[src/rtl/fsr_pkg.sv]
package fsr_pkg;
    localparam int EXC_W    = 5;
    localparam int CC_N     = 4;
    localparam int CC_W     = 2;
    localparam int CC_IDX_W = $clog2(CC_N);
    localparam int FTT_W    = 3;
    localparam int VER_W    = 3;
    localparam int RD_W     = 2;
    localparam int RD_N     = 1 << RD_W;
    localparam int WORD_W   = 38;

    localparam int CEXC_LSB = 0;
    localparam int AEXC_LSB = 5;
    localparam int CC0_LSB  = 10;
    localparam int FTT_LSB  = 14;
    localparam int VER_LSB  = 17;
    localparam int TEM_LSB  = 23;
    localparam int RD_LSB   = 30;
    localparam int CCX_LSB  = 32;

    localparam int EXC_NV   = 4;
    localparam logic [CC_W-1:0] CC_UNORD = 2'd3;

    typedef logic [CC_N-1:0][CC_W-1:0] cc_vec_t;

    typedef struct packed {
        logic [RD_W-1:0]  rd;
        logic [EXC_W-1:0] tem;
        logic [FTT_W-1:0] ftt;
        logic [EXC_W-1:0] aexc;
        logic [EXC_W-1:0] cexc;
        cc_vec_t          cc;
        logic             trap;
    } fsr_state_t;

    function automatic int cc_lsb(input int idx);
        return (idx == 0) ? CC0_LSB : CCX_LSB + CC_W * (idx - 1);
    endfunction
endpackage

[src/rtl/fsr_exc_unit.sv]
module fsr_exc_unit
    import fsr_pkg::*;
#(
    parameter logic [FTT_W-1:0] FTT_IEEE = 3'd1
) (
    input  logic [EXC_W-1:0] flags,
    input  logic [EXC_W-1:0] tem,
    input  logic [EXC_W-1:0] aexc_q,
    input  logic             unordered,
    output logic [EXC_W-1:0] cexc_n,
    output logic [EXC_W-1:0] aexc_n,
    output logic [FTT_W-1:0] ftt_n,
    output logic             trap_n
);
    logic [EXC_W-1:0] unord_mask;

    always_comb begin
        unord_mask         = '0;
        unord_mask[EXC_NV] = unordered;
        trap_n             = |(flags & tem);
        cexc_n             = flags;
        if (trap_n) begin
            aexc_n = aexc_q;
            ftt_n  = FTT_IEEE;
        end else begin
            aexc_n = aexc_q | flags | unord_mask;
            ftt_n  = '0;
        end
    end
endmodule

[src/rtl/fsr_cc_bank.sv]
module fsr_cc_bank
    import fsr_pkg::*;
(
    input  cc_vec_t             cc_q,
    input  logic                wr_en,
    input  logic [CC_IDX_W-1:0] wr_idx,
    input  logic [CC_W-1:0]     wr_code,
    output cc_vec_t             cc_n
);
    for (genvar i = 0; i < CC_N; i++) begin : g_cc
        assign cc_n[i] = (wr_en && (wr_idx == CC_IDX_W'(i))) ? wr_code : cc_q[i];
    end
endmodule

[src/rtl/fsr_round_dec.sv]
module fsr_round_dec
    import fsr_pkg::*;
(
    input  logic [RD_W-1:0] rd,
    output logic [RD_N-1:0] mode_oh
);
    for (genvar i = 0; i < RD_N; i++) begin : g_rd
        assign mode_oh[i] = (rd == RD_W'(i));
    end
endmodule

[src/rtl/fpu_status_reg.sv]
module fpu_status_reg
    import fsr_pkg::*;
#(
    parameter logic [VER_W-1:0] VERSION  = 3'd5,
    parameter logic [FTT_W-1:0] FTT_IEEE = 3'd1
) (
    input  logic                clk,
    input  logic                rst,
    input  logic                op_valid,
    input  logic [EXC_W-1:0]    op_flags,
    input  logic                cmp_valid,
    input  logic [CC_IDX_W-1:0] cmp_idx,
    input  logic [CC_W-1:0]     cmp_code,
    input  logic                sw_wr_full,
    input  logic                sw_wr_part,
    input  logic [WORD_W-1:0]   sw_wdata,
    output logic [WORD_W-1:0]   status_word,
    output logic [RD_N-1:0]     round_oh,
    output logic                trap_req,
    output logic [CC_W-1:0]     cc0,
    output logic [CC_W-1:0]     cc1,
    output logic [CC_W-1:0]     cc2,
    output logic [CC_W-1:0]     cc3
);
    fsr_state_t state_d, state_q;

    logic [EXC_W-1:0] cexc_n, aexc_n;
    logic [FTT_W-1:0] ftt_n;
    logic             trap_n;
    cc_vec_t          cc_n;
    logic             sw_any;
    logic             unordered;

    // reserved and version bits of the write word are never stored
    logic unused_wbits;
    assign unused_wbits = ^{sw_wdata[13:12], sw_wdata[22:17], sw_wdata[29:28]};

    assign sw_any    = sw_wr_full | sw_wr_part;
    assign unordered = cmp_valid && (cmp_code == CC_UNORD);

    fsr_exc_unit #(.FTT_IEEE(FTT_IEEE)) u_exc (
        .flags     (op_flags),
        .tem       (state_q.tem),
        .aexc_q    (state_q.aexc),
        .unordered (unordered),
        .cexc_n    (cexc_n),
        .aexc_n    (aexc_n),
        .ftt_n     (ftt_n),
        .trap_n    (trap_n)
    );

    fsr_cc_bank u_cc (
        .cc_q    (state_q.cc),
        .wr_en   (cmp_valid),
        .wr_idx  (cmp_idx),
        .wr_code (cmp_code),
        .cc_n    (cc_n)
    );

    fsr_round_dec u_rd (
        .rd      (state_q.rd),
        .mode_oh (round_oh)
    );

    always_comb begin
        state_d      = state_q;
        state_d.trap = 1'b0;
        if (sw_any) begin
            state_d.rd   = sw_wdata[RD_LSB   +: RD_W];
            state_d.tem  = sw_wdata[TEM_LSB  +: EXC_W];
            state_d.aexc = sw_wdata[AEXC_LSB +: EXC_W];
            state_d.cexc = sw_wdata[CEXC_LSB +: EXC_W];
            if (sw_wr_full) begin
                state_d.ftt = sw_wdata[FTT_LSB +: FTT_W];
                for (int i = 0; i < CC_N; i++) begin
                    state_d.cc[i] = sw_wdata[cc_lsb(i) +: CC_W];
                end
            end
        end else if (op_valid) begin
            state_d.cexc = cexc_n;
            state_d.aexc = aexc_n;
            state_d.ftt  = ftt_n;
            state_d.trap = trap_n;
            if (!trap_n) begin
                state_d.cc = cc_n;
            end
        end
    end

    always_ff @(posedge clk) begin
        if (rst) begin
            state_q <= '0;
        end else begin
            state_q <= state_d;
        end
    end

    always_comb begin
        status_word                         = '0;
        status_word[CEXC_LSB +: EXC_W]      = state_q.cexc;
        status_word[AEXC_LSB +: EXC_W]      = state_q.aexc;
        status_word[FTT_LSB  +: FTT_W]      = state_q.ftt;
        status_word[VER_LSB  +: VER_W]      = VERSION;
        status_word[TEM_LSB  +: EXC_W]      = state_q.tem;
        status_word[RD_LSB   +: RD_W]       = state_q.rd;
        for (int i = 0; i < CC_N; i++) begin
            status_word[cc_lsb(i) +: CC_W] = state_q.cc[i];
        end
    end

    assign trap_req = state_q.trap;
    assign cc0      = state_q.cc[0];
    assign cc1      = state_q.cc[1];
    assign cc2      = state_q.cc[2];
    assign cc3      = state_q.cc[3];

    // a trap always carries the IEEE fault type
    assert_trap_ftt_R3: assert property (@(posedge clk) disable iff (rst)
        trap_req |-> (status_word[FTT_LSB +: FTT_W] == FTT_IEEE));

    // a trap leaves the accrued field untouched
    assert_trap_aexc_R3: assert property (@(posedge clk) disable iff (rst)
        (op_valid && !sw_any) |=> (!trap_req ||
            status_word[AEXC_LSB +: EXC_W] == $past(status_word[AEXC_LSB +: EXC_W])));

    // a trap comes only from an accepted operation, never from a write
    assert_trap_source_R10: assert property (@(posedge clk) disable iff (rst)
        (!op_valid || sw_any) |=> !trap_req);

    // operations never clear accrued bits
    assert_aexc_sticky_R2: assert property (@(posedge clk) disable iff (rst)
        (op_valid && !sw_any) |=> ((status_word[AEXC_LSB +: EXC_W] &
            $past(status_word[AEXC_LSB +: EXC_W])) == $past(status_word[AEXC_LSB +: EXC_W])));

    // idle cycles hold the whole word
    assert_idle_hold_R11: assert property (@(posedge clk) disable iff (rst)
        (!op_valid && !sw_any) |=> $stable(status_word));

    // exactly one rounding mode is active
    assert_round_onehot_R7: assert property (@(posedge clk) disable iff (rst)
        $countones(round_oh) == 1);
endmodule

[config.mk]
export PLATFORM = sky130hd
export DESIGN_NAME = fpu_status_reg
export DESIGN_NICKNAME = d
export VERILOG_FILES = /design/src/rtl/fsr_pkg.sv /design/src/rtl/fsr_exc_unit.sv /design/src/rtl/fsr_cc_bank.sv /design/src/rtl/fsr_round_dec.sv /design/src/rtl/fpu_status_reg.sv
export SDC_FILE = /design/constraint.sdc
export NUM_CORES = 1
export LEC_CHECK = 0
export BUFFER_PORTS_ARGS = -buffer_cell sky130_fd_sc_hd__buf_2
export CAP_MARGIN = 10
export CELL_PAD_IN_SITES_DETAIL_PLACEMENT = 1
export CELL_PAD_IN_SITES_GLOBAL_PLACEMENT = 1
export CORE_ASPECT_RATIO = 1.1
export CORE_MARGIN = 5
export CORE_UTILIZATION = 24
export CTS_BUF_LIST = sky130_fd_sc_hd__clkbuf_16
export CTS_CLUSTER_SIZE = 8
export DETAILED_ROUTE_END_ITERATION = 7
export PLACE_DENSITY = 0.73
export RECOVER_POWER = 100
export SKIP_CTS_REPAIR_TIMING = 1
export SLEW_MARGIN = 0
export SYNTH_ARGS = -nofsm -noshare
export SYNTH_HDL_FRONTEND = slang
export SYNTH_SLANG_ARGS = --single-unit
[constraint.sdc]
create_clock -name clk -period 1.8 [get_ports clk]
set_clock_uncertainty 0.1 [all_clocks]
set_input_delay 0.36 -clock clk [delete_from_list [all_inputs] [get_ports clk]]
set_output_delay 0.36 -clock clk [all_outputs]
set_load 0.01 [all_outputs]
==> flow_summary.ini <==
[timing]
slew_violations = 0
rsz0062_at_grt = yes
finalHoldViolCount = 0
relSlewSlack = 0.299
fin_ws_ns = -0.102
setup_viol_count_final = 8
worst_slew_pin_slew_ns = 1.05
layout_min_cycle_time_ns = 1.90
fmax_ghz = 0.526
fin_crit_sh = 1.06

[setup_path]
cp_slowest_cell = a222oi_1
crit_family = compound AO/OA/AOI/OAI gates
critPathKind = flop to flop
crit_required_ns = 1.86
cp-end-kind = flop
cp_max_fo = 4
cp_cell_sequence = a222oi_1 > buf_4 > nand4_1 > o31a_1 > a221o_1
start_kind = flop
arrival_ns = 1.96
crit_buf_inv = 1
slowest_delay_ns = 0.38

[pwr]
cellPowerDensity_nw_per_um2 = 893
power.leakage_nw = 0.918
ir_drop_v = 0.000335
power_mw = 1.78

[detailed_routing]
routed_wl_um = 4640
drc_errors = 0
antenna_left = 0
post_drt_wl_per_cell_um = 14.1
dr_wl_met3_um = 506
top_layer = met4
dr.pass1.iters = 4
wl_met1_um = 1990
vias = 1467
wl_met2_um = 2070
vias_per_cell = 4.45
drt_iter0_markers = 42

[cells_and_area]
drive_above_1_share = 0.296
fillerInstances = 733
final_common_cell = buf_2
layout_common_cells = buf_2 (49), clkbuf_1 (35), dfxtp_1 (28)
syn2layout_area_growth_pct = 43.4
n_antenna_cell = 0
finalNetCount = 305
final_util = 0.351

[die]
ios = 104
rows = 29
die_area_um2 = 7430
die_w_um = 82.7
die_h_um = 89.9
initial_core_util = 0.245
core_um2 = 5700

[clock_tree]
cts_buffers = 5
cts_sinks = 29
cts_tree = built
clkTransAtPathRegs_ns = 0.05
clockBufferDepth = 2
h-tree-depth = 2
cts_root_buffer = clkbuf_16
clk_latency_ns = 0.27

[global_routing]
grt_pass1_wl_um = 7250
grt_overflow_total = 0
grt_max_degree = 18
track_usage = 0.127
antenna_found_initial = 0
grt_pass1_vias = 1531

[synthesis]
synthMuxAreaShare = 0.0718
synth_simple_gate_area_frac = 0.190
netlist_top_cells_area = dfxtp_1 (42%), buf_4 (9.7%), mux2i_1 (7.2%)
syn_inst = 162
syn_area_per_cell_um2 = 8.60
synthAdderAreaFrac = 0
synth-xor-area-share = 0
synth-compound-area-share = 0.188
synth_top_area_cell = dfxtp_1
synth_top_family_by_area = simple AND/OR/NAND/NOR gates
synth.distinct_cells = 32
syn_area_um2 = 1390
yosysSeqAreaShare = 0.417
netlist.area_leader.share = 0.417
synth-seq-cells = 29
yosys_warnings = 0

[place]
place_congestion = 0.812
hpwl_um = 3670
port_buffers = 83

[run]
max_cap_violations = 0

[hold_path]
min_path_type = primary input to flop

[status]
violations = negative setup slack
status = finished with violations
[report_power, final]
group / switching [mW] / internal [mW]
logic: 0.161 / 0.137
registers: 0.0273 / 0.687
clock network: 0.278 / 0.495
[final timing paths]
check,depth (start not counted),endpoint,startpoint,slack (ns)
worst max-delay path,5,cc3[1],status_word[26],-0.10
worst min-delay path,2,cc0[1],sw_wdata[11],0.21
worst max register to register,5,cc3[1],status_word[26],-0.10
worst min register to register,2,status_word[23],status_word[23],0.38
[synthesized netlist by cell type]
library cell,instances
nand2_1,22
o31a_1,4
nand2b_1,1
nand4_1,1
conb_1,2
nor4b_1,1
buf_2,2
nand4b_1,1
mux2i_1,10
a221o_1,9
and3_2,1
and2_1,1
o21ai_0,5
a21oi_1,9
buf_1,2
or2_2,1
and2_2,1
nand3b_1,2
nor2_1,13
o21ai_1,1
nor3_1,4
and3_1,1
a22oi_1,1
a222oi_1,1
nor2b_1,4
a211oi_1,5
clkbuf_1,5
dfxtp_1,29
nand3_1,2
inv_1,2
a31oi_1,1
buf_4,18
[area by class of cell]
cell class	count	area [um2]	share of cell area
multi-input combinational	112	664	0.332
timing repair buffer	102	512	0.256
inverter	2	7.51	0.00376
tap	77	96.3	0.0482
clock buffer	5	125	0.0626
sequential	29	582	0.291
clock inverter	3	11.3	0.00564
[flip-flops by register name (all words and copies together) (netlist names)]
register     cells
status_word     20
cc1              2
cc2              2
cc0              2
trap_req         1
cc3              2
[cell families after synthesis]
logic type,count (synthesis)
muxes,10
buffers and inverters,29
other,2
AOI/OAI and AO/OA,36
DFF,29
and+or+nand+nor,56
[per-stage QoR]
| step | hold slack [ns] | instance area, um2 | TNS [ns] | instances | setup slack (ns) |
|---|---|---|---|---|---|
| after detailed placement | 0.368 | 1890 | -1.98 | 320 | -0.277 |
| after floorplan | 0.364 | 1430 | -0.235 | 170 | -0.0579 |
| after CTS | 0.203 | 2030 | -0.978 | 328 | -0.150 |
| final | 0.205 | 2000 | -0.642 | 330 | -0.102 |
| after global routing | 0.217 | 2000 | -1.62 | 330 | -0.222 |
| after global placement | 0.359 | 1890 | -2.05 | 320 | -0.279 |
[per-layer routing]
layer	vias to the layer above	track usage
met4	0	0.0450
met5	-	0
li1	723	-
met1	668	0.152
met2	70	0.198
met3	6	0.0560
(Power assumes the default switching activity.)
